### src/rtl/lossalign_pkg.sv
// Package: shared types for the alignment loss detector.
// Assumes: nothing beyond IEEE 1800-2017 enum support.
package lossalign_pkg;
    // Which event opened the current measurement, if any.
    typedef enum logic [1:0] {
        MS_IDLE    = 2'd0,
        MS_WAIT_VS = 2'd1,
        MS_WAIT_FM = 2'd2
    } meas_state_e;
endpackage

### src/rtl/lossalign_cfg.sv
// Module: lossalign_cfg
// Holds the window exponent and decodes it into a one-hot cycle threshold.
// Assumes: CNT_W > 2**WIN_W, so that the top bit of the threshold is always zero.
module lossalign_cfg #(
    parameter int WIN_W = 3,
    parameter int CNT_W = 9,
    parameter logic [WIN_W-1:0] WIN_RST = 3'b010
) (
    input  logic             clk,
    input  logic             rst_n,
    input  logic             we_i,
    input  logic [WIN_W-1:0] wdata_i,
    output logic [CNT_W-1:0] thr_o
);
    localparam int NCODES = 1 << WIN_W;

    logic [WIN_W-1:0] code_q;

    // Store the window exponent on a write.
    always_ff @(posedge clk) begin
        if (!rst_n) begin
            code_q <= WIN_RST;
        end else if (we_i) begin
            code_q <= wdata_i;
        end
    end

    // Decode the exponent into a power-of-two threshold, one bit per code.
    for (genvar i = 0; i < NCODES; i++) begin : g_dec
        assign thr_o[i] = (code_q == WIN_W'(i));
    end
    for (genvar j = NCODES; j < CNT_W; j++) begin : g_pad
        assign thr_o[j] = 1'b0;
    end
endmodule

### src/rtl/lossalign_meas.sv
// Module: lossalign_meas
// Measures the cycle distance between the frame marker and Vsync, whichever comes first.
// Assumes: both inputs are single-cycle pulses synchronous to clk.
module lossalign_meas
    import lossalign_pkg::*;
#(
    parameter int CNT_W = 9
) (
    input  logic             clk,
    input  logic             rst_n,
    input  logic             fm_i,
    input  logic             vs_i,
    output logic             busy_o,
    output logic [CNT_W-1:0] cnt_o,
    output logic             done_o,
    output logic [CNT_W-1:0] diff_o
);
    meas_state_e      state_q;
    logic [CNT_W-1:0] cnt_q;
    logic [CNT_W-1:0] cnt_inc;

    // Saturating increment of the distance counter.
    always_comb begin
        cnt_inc = (cnt_q == {CNT_W{1'b1}}) ? cnt_q : cnt_q + CNT_W'(1);
    end

    // Open, extend, restart or close the measurement.
    always_ff @(posedge clk) begin
        if (!rst_n) begin
            state_q <= MS_IDLE;
            cnt_q   <= '0;
        end else begin
            case (state_q)
                MS_IDLE: begin
                    if (fm_i && vs_i) begin
                        cnt_q <= '0;
                    end else if (fm_i) begin
                        state_q <= MS_WAIT_VS;
                        cnt_q   <= CNT_W'(1);
                    end else if (vs_i) begin
                        state_q <= MS_WAIT_FM;
                        cnt_q   <= CNT_W'(1);
                    end
                end
                MS_WAIT_VS: begin
                    if (vs_i) begin
                        state_q <= MS_IDLE;
                        cnt_q   <= '0;
                    end else if (fm_i) begin
                        cnt_q <= CNT_W'(1);
                    end else begin
                        cnt_q <= cnt_inc;
                    end
                end
                MS_WAIT_FM: begin
                    if (fm_i) begin
                        state_q <= MS_IDLE;
                        cnt_q   <= '0;
                    end else if (vs_i) begin
                        cnt_q <= CNT_W'(1);
                    end else begin
                        cnt_q <= cnt_inc;
                    end
                end
                default: begin
                    state_q <= MS_IDLE;
                    cnt_q   <= '0;
                end
            endcase
        end
    end

    // Report the closing event and the measured distance.
    always_comb begin
        busy_o = (state_q != MS_IDLE);
        cnt_o  = cnt_q;
        done_o = ((state_q == MS_IDLE) && fm_i && vs_i) ||
                 ((state_q == MS_WAIT_VS) && vs_i) ||
                 ((state_q == MS_WAIT_FM) && fm_i);
        diff_o = (state_q == MS_IDLE) ? '0 : cnt_q;
    end
endmodule

### src/rtl/lossalign_flag.sv
// Module: lossalign_flag
// Turns the measured distance and the running count into the loss status.
// Assumes: done_i is a single-cycle pulse, and diff_i is valid while it is high.
module lossalign_flag #(
    parameter int CNT_W = 9
) (
    input  logic             clk,
    input  logic             rst_n,
    input  logic             done_i,
    input  logic [CNT_W-1:0] diff_i,
    input  logic             busy_i,
    input  logic [CNT_W-1:0] cnt_i,
    input  logic [CNT_W-1:0] thr_i,
    output logic             lost_o
);
    logic lost_q;

    // Judge each closed frame, and raise early when an open count overruns.
    always_ff @(posedge clk) begin
        if (!rst_n) begin
            lost_q <= 1'b0;
        end else if (done_i) begin
            lost_q <= (diff_i > thr_i);
        end else if (busy_i && (cnt_i > thr_i)) begin
            lost_q <= 1'b1;
        end
    end

    assign lost_o = lost_q;
endmodule

### src/rtl/lossalign_window.sv
// Module: lossalign_window (top)
// Flags loss of alignment when the frame marker and Vsync differ by more than 2^n cycles.
// Assumes: all inputs are synchronous to clk; the event inputs are one-cycle pulses.
module lossalign_window #(
    parameter int WIN_W = 3,
    parameter logic [WIN_W-1:0] WIN_RST = 3'b010
) (
    input  logic             clk,
    input  logic             rst_n,
    input  logic             frame_mark_i,
    input  logic             vsync_i,
    input  logic             cfg_we_i,
    input  logic [WIN_W-1:0] cfg_wdata_i,
    output logic             lost_o
);
    localparam int CNT_W = (1 << WIN_W) + 1;

    logic [CNT_W-1:0] win_thr;
    logic             meas_busy;
    logic [CNT_W-1:0] meas_cnt;
    logic             meas_done;
    logic [CNT_W-1:0] meas_diff;

    lossalign_cfg #(.WIN_W(WIN_W), .CNT_W(CNT_W), .WIN_RST(WIN_RST)) u_cfg (
        .clk     (clk),
        .rst_n   (rst_n),
        .we_i    (cfg_we_i),
        .wdata_i (cfg_wdata_i),
        .thr_o   (win_thr)
    );

    lossalign_meas #(.CNT_W(CNT_W)) u_meas (
        .clk    (clk),
        .rst_n  (rst_n),
        .fm_i   (frame_mark_i),
        .vs_i   (vsync_i),
        .busy_o (meas_busy),
        .cnt_o  (meas_cnt),
        .done_o (meas_done),
        .diff_o (meas_diff)
    );

    lossalign_flag #(.CNT_W(CNT_W)) u_flag (
        .clk    (clk),
        .rst_n  (rst_n),
        .done_i (meas_done),
        .diff_i (meas_diff),
        .busy_i (meas_busy),
        .cnt_i  (meas_cnt),
        .thr_i  (win_thr),
        .lost_o (lost_o)
    );
endmodule

### config.mk
export PLATFORM = sky130hd
export DESIGN_NAME = lossalign_window
export DESIGN_NICKNAME = d
export VERILOG_FILES = /design/src/rtl/lossalign_pkg.sv /design/src/rtl/lossalign_cfg.sv /design/src/rtl/lossalign_meas.sv /design/src/rtl/lossalign_flag.sv /design/src/rtl/lossalign_window.sv
export SDC_FILE = /design/constraint.sdc
export NUM_CORES = 1
export LEC_CHECK = 0
export ABC_AREA = 1
export BUFFER_PORTS_ARGS = -buffer_cell sky130_fd_sc_hd__clkbuf_2
export CAP_MARGIN = 20
export CORE_ASPECT_RATIO = 1.2
export CORE_MARGIN = 4
export CORE_UTILIZATION = 26
export CTS_BUF_LIST = sky130_fd_sc_hd__clkbuf_2
export DETAILED_ROUTE_END_ITERATION = 8
export SYNTH_ARGS = -nofsm -noshare
export SYNTH_HDL_FRONTEND = slang
export SYNTH_SLANG_ARGS = --single-unit
### constraint.sdc
create_clock -name clk -period 1.5 [get_ports clk]
set_input_delay 0 -clock clk [delete_from_list [all_inputs] [get_ports clk]]
set_output_delay 0 -clock clk [all_outputs]
set_load 0.01 [all_outputs]
; After elaboration in Yosys (flattened, before gate mapping)
; Index checks and enable logic that the tools add are counted.
; Widths: inputs -> output; s select.
[word_totals]
ff_bits = 15
in_bits = 8
word_cells = 53
[classes]
addsub = 1
n_lt_le_gt_ge = 2
eq_ne = 15
mux = 18
n_reduce_logical = 13
[op_table]
columns = operator, n
row1 = $mux 9, 9
row2 = $pmux 9 s3, 1
row3 = $gt 9x8->1, 2
row4 = $eq 3x3->1 const B, 4
row5 = $mux 2, 5
row6 = $add 9x1->9 const B, 1
row7 = $eq 9x9->1 const B, 1
row8 = $eq 3x2->1 const B, 2
row9 = $logic_and 1x1->1, 6
row10 = $ne 2x2->1 const B, 3
row11 = $pmux 2 s3, 1
row12 = $ne 4x3->1 const B, 1
row13 = $reduce_and 4->1, 1
row14 = $reduce_bool 2->1, 2
row15 = $eq 3x1->1 const B, 1
row16 = $logic_not 3->1, 1
row17 = $ne 3x3->1 const B, 1
row18 = $eq 2x1->1 const B, 1
row19 = $eq 2x2->1 const B, 1
row20 = $logic_not 2->1, 1
row21 = $logic_or 1x1->1, 2
row22 = $mux 1, 2

; Depth between registers and ports, before layout
; Gate-level depths: netlist of run 1.
[logic_depth]
depth_word = 6
ltp_mapped = 13
ltp_nobuf = 13

; By module
; Synthesis of run 1 repeated with hierarchy kept, for this count alone.
[unflattened]
hier_cells = 225
area_unflattened_um2 = 1440.1
[modules_own_cells]
columns = mod, instances, cells_per_inst, area_per_inst_um2, seq_area_each_um2
row1 = lossalign_meas, 1, 111, 711.9, 220.2
row2 = lossalign_flag, 1, 84, 531.8, 20.0
row3 = lossalign_cfg, 1, 30, 196.4, 60.1

; Least setup slack after synthesis of run 1
; Ideal clock, no wire load.
[synth_timing]
path_kind = flip-flop to flip-flop
from = register u_meas.state_q[0]
to = register u_flag.lost_q (netlist: u_flag.lost_o)
arrival_time_ns = 1.532
required_ns = 1.386
slack_ns = -0.146
path_stages_with_launch = 13
path_buffers = 0
period_less_slack_ns = 1.646
path_cell_list = dfxtp_1 inv_1 nand2_1 inv_1 nor2_1 ha_1 a21oi_1 o21a_1 nor2_1 nor2_1 o21ai_0 a21oi_1 nor2_1
[synth_between]
elab_chain_cells = 6
elab_cells_between_ends = 15
cone_classes = order compare: 1 / eq/ne: 2 / mux: 2 / reduce/logical: 10
[synth_lines]
columns = element, line
row1 = "start, declared", lossalign_meas.sv:18  ; meas_state_e state_q;
row2 = "start signal, assigned", lossalign_meas.sv:30  ; state_q <= MS_IDLE;
row3 = "start signal, assigned", lossalign_meas.sv:38  ; state_q <= MS_WAIT_VS;
row4 = "start signal, assigned", lossalign_meas.sv:41  ; state_q <= MS_WAIT_FM;
row5 = "parallel branches: the longest is 6 deep, another holds $gt 9x8->1", -
row6 = "end signal, assigned", lossalign_flag.sv:23  ; lost_q <= (diff_i > thr_i);
row7 = "end, declared", lossalign_flag.sv:16  ; logic lost_q;
; Several ways; the timed one is not identified.
; A chain may end at the register's enable or synchronous reset.

; Final worst setup path of run 1
[layout_timing]
from = register u_cfg.code_q[1]
to = register u_flag.lost_q (netlist: u_flag.lost_o)
[layout_between]
elab_chain_cells = 4
elab_cells_between_ends = 13
cone_classes = order compare: 2 / eq/ne: 7 / mux: 1 / reduce/logical: 3
[layout_lines]
columns = element, line
row1 = "start, declared", lossalign_cfg.sv:17  ; logic [WIN_W-1:0] code_q;
row2 = "start signal, assigned", lossalign_cfg.sv:24  ; code_q <= wdata_i;
row3 = $eq 3x1->1 (tied with other cells), lossalign_cfg.sv:30  ; assign thr_o[i] = (code_q == WIN_W'(i));
row4 = $gt 9x8->1, lossalign_flag.sv:24  ; end else if (busy_i && (cnt_i > thr_i)) begin
row5 = $logic_and 1x1->1, lossalign_flag.sv:24
row6 = $reduce_bool 2->1 (no source line), -
; Parallel ways exist; a longest one is shown, timed or not.

==> reports/metrics.csv, run 1 <==
metric,value,unit
"Req. time, crit path",1.73,ns
Setup Slack @ Placement,-0.1986,ns
peak supply drop,375.9,uV
count of final hold-check violations,0,
max-cap viol count,0,
initial core utilization,0.2755,
adder-cell area share of the yosys netlist,0.1644,
Rows,27,
nets@finish,261,
slowest cell on the critical path,dfxtp_4,
final count of pins violating max slew,0,
total global-route track usage,0.1167,
worst rel slew slack,0.6861,
CP cell instances,"inv_4, nand3_2, ha_1, a21oi_2, o21a_1, nor2_1, nor2_1, o21ai_1, a21oi_1, nor2_1",
Combinational Power Share,0.284,
Power per Cell Area,496.9,nW/um^2
Clock Latency Late Sink,0.31,ns
outcome,"complete, but fails checks",
largest cells by area after synthesis,"dfxtp_1 (23%), ha_1 (16%), nand2_1 (9.9%)",
Reg power frac,0.471,
Syn Nets,219,
Worst-Margin Slew,0.4703,ns
Worst Hold Launch,rst_n,
GR Overflow Total,0,
core box area,4696,sq um
Avg WL per Cell,11.89,um
maximum level of the CTS H-tree,1,
CTS tree,built,
register area share after synthesis,0.2321,
first-pass GRT wire length,5.858,mm
I/O Pins,9,
vias in the first global route,1365,
routed wire length,3.484,mm
crit share post-route,1.113,
WHS Endpoint,u_meas.cnt_o[4]$_SDFFE_PN0P_,
CP Launch Type,flop,
min cycle time layout,1.670,ns
non-filler instance count after layout,293,
DP HPWL,2.541,mm
gpl congestion,0.7810,
Sw Share,0.3472,
largest net degree at the start of global routing,12,
Int Pwr,0.0005986,W
flop-to-flop setup slack,-0.17,ns
CTS sink cnt,15,
synth warn,0,
PortBufs,8,
Critical Setup Path Class,reg -> reg,
Unique masters post-synth,23,
Root Buffer,clkbuf_2,
mux cell area share after synthesis,0,
Synth top area share,0.2321,
NetSw,0.0003184,W
mean post-synth cell area,6.669,sq um
worst hold path cell count,3,
TNS Setup,-0.1699,ns
CP endpoint kind,flop,
drt drc,0,
Yosys top cell by area,dfxtp_1,
Fillers,469,
largest family of logic cells by synthesized area,simple AND/OR/NAND/NOR gates,
Worst R2R Start,u_cfg.code_q[1]$_SDFFE_PN1P_,
Syn Inst Count,194,
cts bufs inserted,3,
die area,6173,sq um
Worst Path Arrival,1.90,ns
share of total power in the clock network,0.244,
Via Count,1363,
simple-gate share of the synthesized area,0.3337,
RSZ-0062 raised after global routing,yes,
Antenna Nets Post-Route,0,
WHS,0.1914,ns
share of cells above drive strength 1,0.3617,
Synth Area in Compound Gates,0.1460,
P_leak,0.7870,nW
antenna violations before repair,0,
dpl cells,277,
Hold WC Path Type,in -> reg,
Initial DRT Pass Iterations,4,
clock slew at the register clock pins of the worst setup and hold paths,0.17,ns
Post-Syn Area,1294,sq um
"Core Util, Final",0.3930,
fmax,0.5989,GHz
#FFs+latches synth,15,
Synth Area in XOR/XNOR,0.01354,
CTS Buffer Depth,2,
R2R Path End,u_flag.lost_o$_SDFFE_PN0P_,
Worst Clk Skew,0.0007317,ns
initial DRC count,34,
Register-to-Register Path Depth,10,
Crit Path Max Fanout,6,
PnR worst setup slack,-0.1699,ns
Ant. Diodes,0,
"Area growth, synth to finish",42.65,%
most frequent cell on the critical path,nor2_1,
post-DR vias/cell,4.652,
final setup fails,1,
violations in the final reports,negative setup slack,
Die W,72.40,um
height of the chip,85.28,um
Worst path max stage delay,0.42,ns
layer usage:
metal  vias to the layer above  track usage  part of all wire
met5                         -            0                 0
met2                        13       0.2129              0.50
met3                         4      0.01422             0.017
met4                         0      0.03523            0.0098
li1                        726            -                 -
met1                       620       0.1395              0.47
repair_timing:
item | CTS | global route
pin swaps | 7 | 12
setup buffers | 2 | 3
hold buffers | 6 | 1
gates resized for setup | 21 | 25
gates cloned | 0 | 0
endpoints found under the setup margin | 1 | 6
endpoints found under the hold margin | 7 | 2
logic make-up after synthesis:
kind of cell               after synthesis
AOI/OAI and AO/OA                       34
adders and majority gates               17
DFF                                     15
buffers and inverters                   34
and+or+nand+nor                         92
xor gates and xnor gates                 2
power by group through the flow:
stage               clock (W)  combinational [W]  sequential [W]
global route         0.000250           0.000293        0.000435
finish               0.000224           0.000261        0.000432
global placement            0           0.000210        0.000434
detailed placement          0           0.000209        0.000435
CTS                  0.000230           0.000241        0.000430
floorplan                   0           0.000131        0.000436
registers in the layout, summed over array words and instances, names as in the netlist:
| signal | cells |
|---|---|
| u_meas.cnt_o | 9 |
| u_cfg.code_q | 3 |
| u_meas.state_q | 2 |
| u_flag.lost_o | 1 |
per-stage QoR:
step | power [W] | cell area, sq um
2_1_floorplan | 0.0005665 | 1311
3_3_place_gp | 0.0006441 | 1548
3_5_place_dp | 0.0006440 | 1548
4_1_cts | 0.0009000 | 1710
5_1_grt | 0.0009783 | 1846
6_report | 0.0009170 | 1846
synthesized netlist by cell type, drive strengths merged:
cell type	n
dfxtp	15
clkbuf	1
nor3	5
nand4	5
xor2	2
o21a	1
a21oi	19
nand3	22
inv	31
o21ai	9
o211ai	3
buf	2
a22oi	1
nor2	24
ha	17
a211oi	1
nand2	36
worst max path at each step:
stage	startpoint	to	slack, ns
finish	u_cfg.code_q[1]$_SDFFE_PN1P_	u_flag.lost_o$_SDFFE_PN0P_	-0.17
global route	u_meas.state_q[0]$_SDFFE_PN0P_	u_flag.lost_o$_SDFFE_PN0P_	-0.25
CTS	u_cfg.code_q[0]$_SDFFE_PN0P_	u_flag.lost_o$_SDFFE_PN0P_	-0.11
detailed placement	u_cfg.code_q[1]$_SDFFE_PN1P_	u_flag.lost_o$_SDFFE_PN0P_	-0.20
global placement	u_cfg.code_q[1]$_SDFFE_PN1P_	u_flag.lost_o$_SDFFE_PN0P_	-0.19
floorplan	u_meas.state_q[1]$_SDFFE_PN0P_	u_flag.lost_o$_SDFFE_PN0P_	-0.04
layout make-up:
class | instances | area (sq um) | share of cell area
sequential | 15 | 322.8 | 0.1749
timing repair buffer | 40 | 301.5 | 0.1634
tap | 58 | 72.57 | 0.03932
inverter | 31 | 123.9 | 0.06712
clock buffer | 4 | 20.02 | 0.01085
multi-input combinational | 145 | 1005 | 0.5444
critical path, delay by kind of cell, from the launching register on:
| kind | cells | cell delay [ns] |
|---|---|---|
| AO/OA/AOI/OAI | 4 | 0.50 |
| flip-flops | 1 | 0.42 |
| AND/OR/NAND/NOR | 4 | 0.25 |
| adder cells (fa/ha/maj) | 1 | 0.33 |
| buffers and inverters | 1 | 0.09 |
cells in the final DEF (no fill, tap or decap), drive strengths merged:
cell type	netlist	routed
nand2	36	36
inv	31	31
a211oi	1	1
nor2	24	24
dfxtp	15	15
clkbuf	1	12
dlygate4sd3	0	7
buf	2	25
a22oi	1	1
nand4	5	5
xor2	2	2
o21ai	9	9
nor3	5	5
nand3	22	22
ha	17	17
o21a	1	1
o211ai	3	3
a21oi	19	19
No activity file was read; power rests on OpenSTA's default activity.
==> run 2: changes to the inputs <==
- CORE_MARGIN: 4 -> default
- CORE_UTILIZATION: 26 -> 45
==> run 2 against run 1 <==
Net effect:
- the run ends with negative hold slack, negative setup slack left
- wire length up 17%
- critical endpoint unchanged
- clock skew increased by 0.0038 ns
- die area shrank 50%
==> reports/metrics.csv, run 2 (synthesized netlist as in run 1, its figures left out) <==
metric,value,unit
initial core utilization,0.4924,
slowest cell on the critical path,dfxtp_4,
peak supply drop,367.5,uV
routed wire length,4.080,mm
post-DR vias/cell,5.563,
PnR worst setup slack,-0.1825,ns
"commonest non-fill, non-tap cell in the layout",nand2_1,
CP Launch Type,flop,
worst path buffer plus inverter count,1,
Worst path max stage delay,0.44,ns
cts bufs inserted,3,
core box area,2628,sq um
Antenna Nets Post-Route,0,
Worst Path Arrival,1.96,ns
total global-route track usage,0.2461,
"Area growth, synth to finish",52.61,%
most frequent cell on the critical path,nand2_1,
final setup fails,1,
Fillers,187,
CP endpoint kind,flop,
initial DRC count,50,
Die W,50.95,um
first-pass GRT wire length,5.651,mm
GR Overflow Total,0,
PortBufs,8,
Critical Setup Path Class,reg -> reg,
gpl congestion,0.8166,
outcome,"complete, but fails checks",
maximum level of the CTS H-tree,1,
CP cell instances,"buf_6, nand3_4, ha_4, nand2_1, o21ai_1, nand2_1, nand3_1, nand3_1, nand2_1, nand2_1, nor2_1",
CTS tree,built,
flop-to-flop setup slack,-0.18,ns
vias in the first global route,1329,
count of final hold-check violations,1,
Worst Clk Skew,0.004509,ns
Worst-Margin Slew,0.4484,ns
final count of pins violating max slew,0,
fmax,0.5943,GHz
Avg WL per Cell,15.22,um
share of cells above drive strength 1,0.4255,
Root Buffer,clkbuf_2,
P_leak,0.8164,nW
nets@finish,261,
RSZ-0062 raised after global routing,yes,
drt drc,0,
Power per Cell Area,485.6,nW/um^2
Via Count,1491,
WHS,-0.01624,ns
CTS Buffer Depth,2,
Ant. Diodes,0,
height of the chip,60.74,um
Crit Path Max Fanout,5,
crit share post-route,1.122,
max-cap viol count,0,
DP HPWL,2.528,mm
Rows,20,
Hold WC Path Type,in -> reg,
largest net degree at the start of global routing,12,
I/O Pins,9,
design area,1974,sq um
min cycle time layout,1.683,ns
number of flip-flops in the largest register,9,
clock slew at the register clock pins of the worst setup and hold paths,0.18,ns
Initial DRT Pass Iterations,4,
"commonest cells after routing, fill and taps aside","nand2_1 (29), inv_1 (23), buf_4 (21), nor2_1 (16), a21oi_1 (14)",
worst rel slew slack,0.7006,
"Req. time, crit path",1.78,ns
violations in the final reports,"negative hold slack, negative setup slack",
die area,3094,sq um
Clock Latency Late Sink,0.32,ns
placed cell area,1509,sq um
"delay-heaviest family, CP",simple AND/OR/NAND/NOR gates,
antenna violations before repair,0,
CTS sink cnt,15,
## run 2: cell types whose count changed in the layout (fill, tap and decap cells not counted), moves of 2 or more
cell	before	now
ha_1	12	7
o21ai_0	5	7
buf_4	24	21
ha_4	5	10
nand3_1	14	11
nand2_1	31	29
nor2_1	19	16
nor2_4	3	6
buf_6	1	5
inv_1	25	23
nand3_4	3	6
## run 2: worst paths after layout
kind	from	to	cells after the start
max	u_cfg.code_q[1]$_SDFFE_PN1P_	u_flag.lost_o$_SDFFE_PN0P_	11
min	vsync_i	u_meas.state_q[1]$_SDFFE_PN0P_	3
max reg2reg	u_cfg.code_q[1]$_SDFFE_PN1P_	u_flag.lost_o$_SDFFE_PN0P_	11
min reg2reg	u_meas.cnt_o[6]$_SDFFE_PN0P_	u_meas.cnt_o[6]$_SDFFE_PN0P_	2
## run 2: what timing repair did
action | in CTS | in global routing
resized for setup | 18 | 57
setup endpoints to repair | 1 | 10
hold endpoints to repair | 6 | 2
pin swaps | 5 | 22
hold buffers | 5 | 1
buffers inserted | 1 | 6
## run 2: report_power, final
group	switching [W]	internal, W	leakage [nW]	total (W)
Combinational	0.000168	0.000132	0.672	0.000300
Clock	0.000162	0.0000604	0.0164	0.000222
Sequential	0.0000251	0.000411	0.128	0.000436
Total	0.000355	0.000603	0.816	0.000959
## run 2: worst min-delay path, stage by stage
cell and delay, ns:
clkbuf_2 0.10, nor2_1 0.12, nor3_1 0.06
## run 2: layer usage
layer,track usage,wire length [um],share of wire
met5,0,0,0
met4,0.07937,142,0.035
met3,0.03008,151,0.037
met2,0.4568,2166,0.53
met1,0.2926,1619,0.40
## run 2: area by class of cell
class                   instances  area [sq um]  share of cell area
well taps                      33         41.29             0.02091
inverters                      31         133.9             0.06781
flip-flops and latches         15         325.3              0.1648
clock buffers                   3         15.01            0.007605
repair buffers                 40         314.1              0.1591
clock inverters                 1         5.005            0.002535
multi-input cells             145          1140              0.5773
## run 2: per-stage QoR
stage	utilization	setup WS, ns	std cells	setup TNS (ns)	power, W
floorplan	-	-0.04314	194	-0.04314	0.0005665
global placement	0.5743	-0.2120	251	-0.2120	0.0006376
detailed placement	0.5743	-0.2179	251	-0.2179	0.0006428
CTS	0.6271	-0.1036	261	-0.1036	0.0008816
global route	0.7514	-0.3025	268	-0.3743	0.001016
finish	0.7514	-0.1825	268	-0.1825	0.0009587
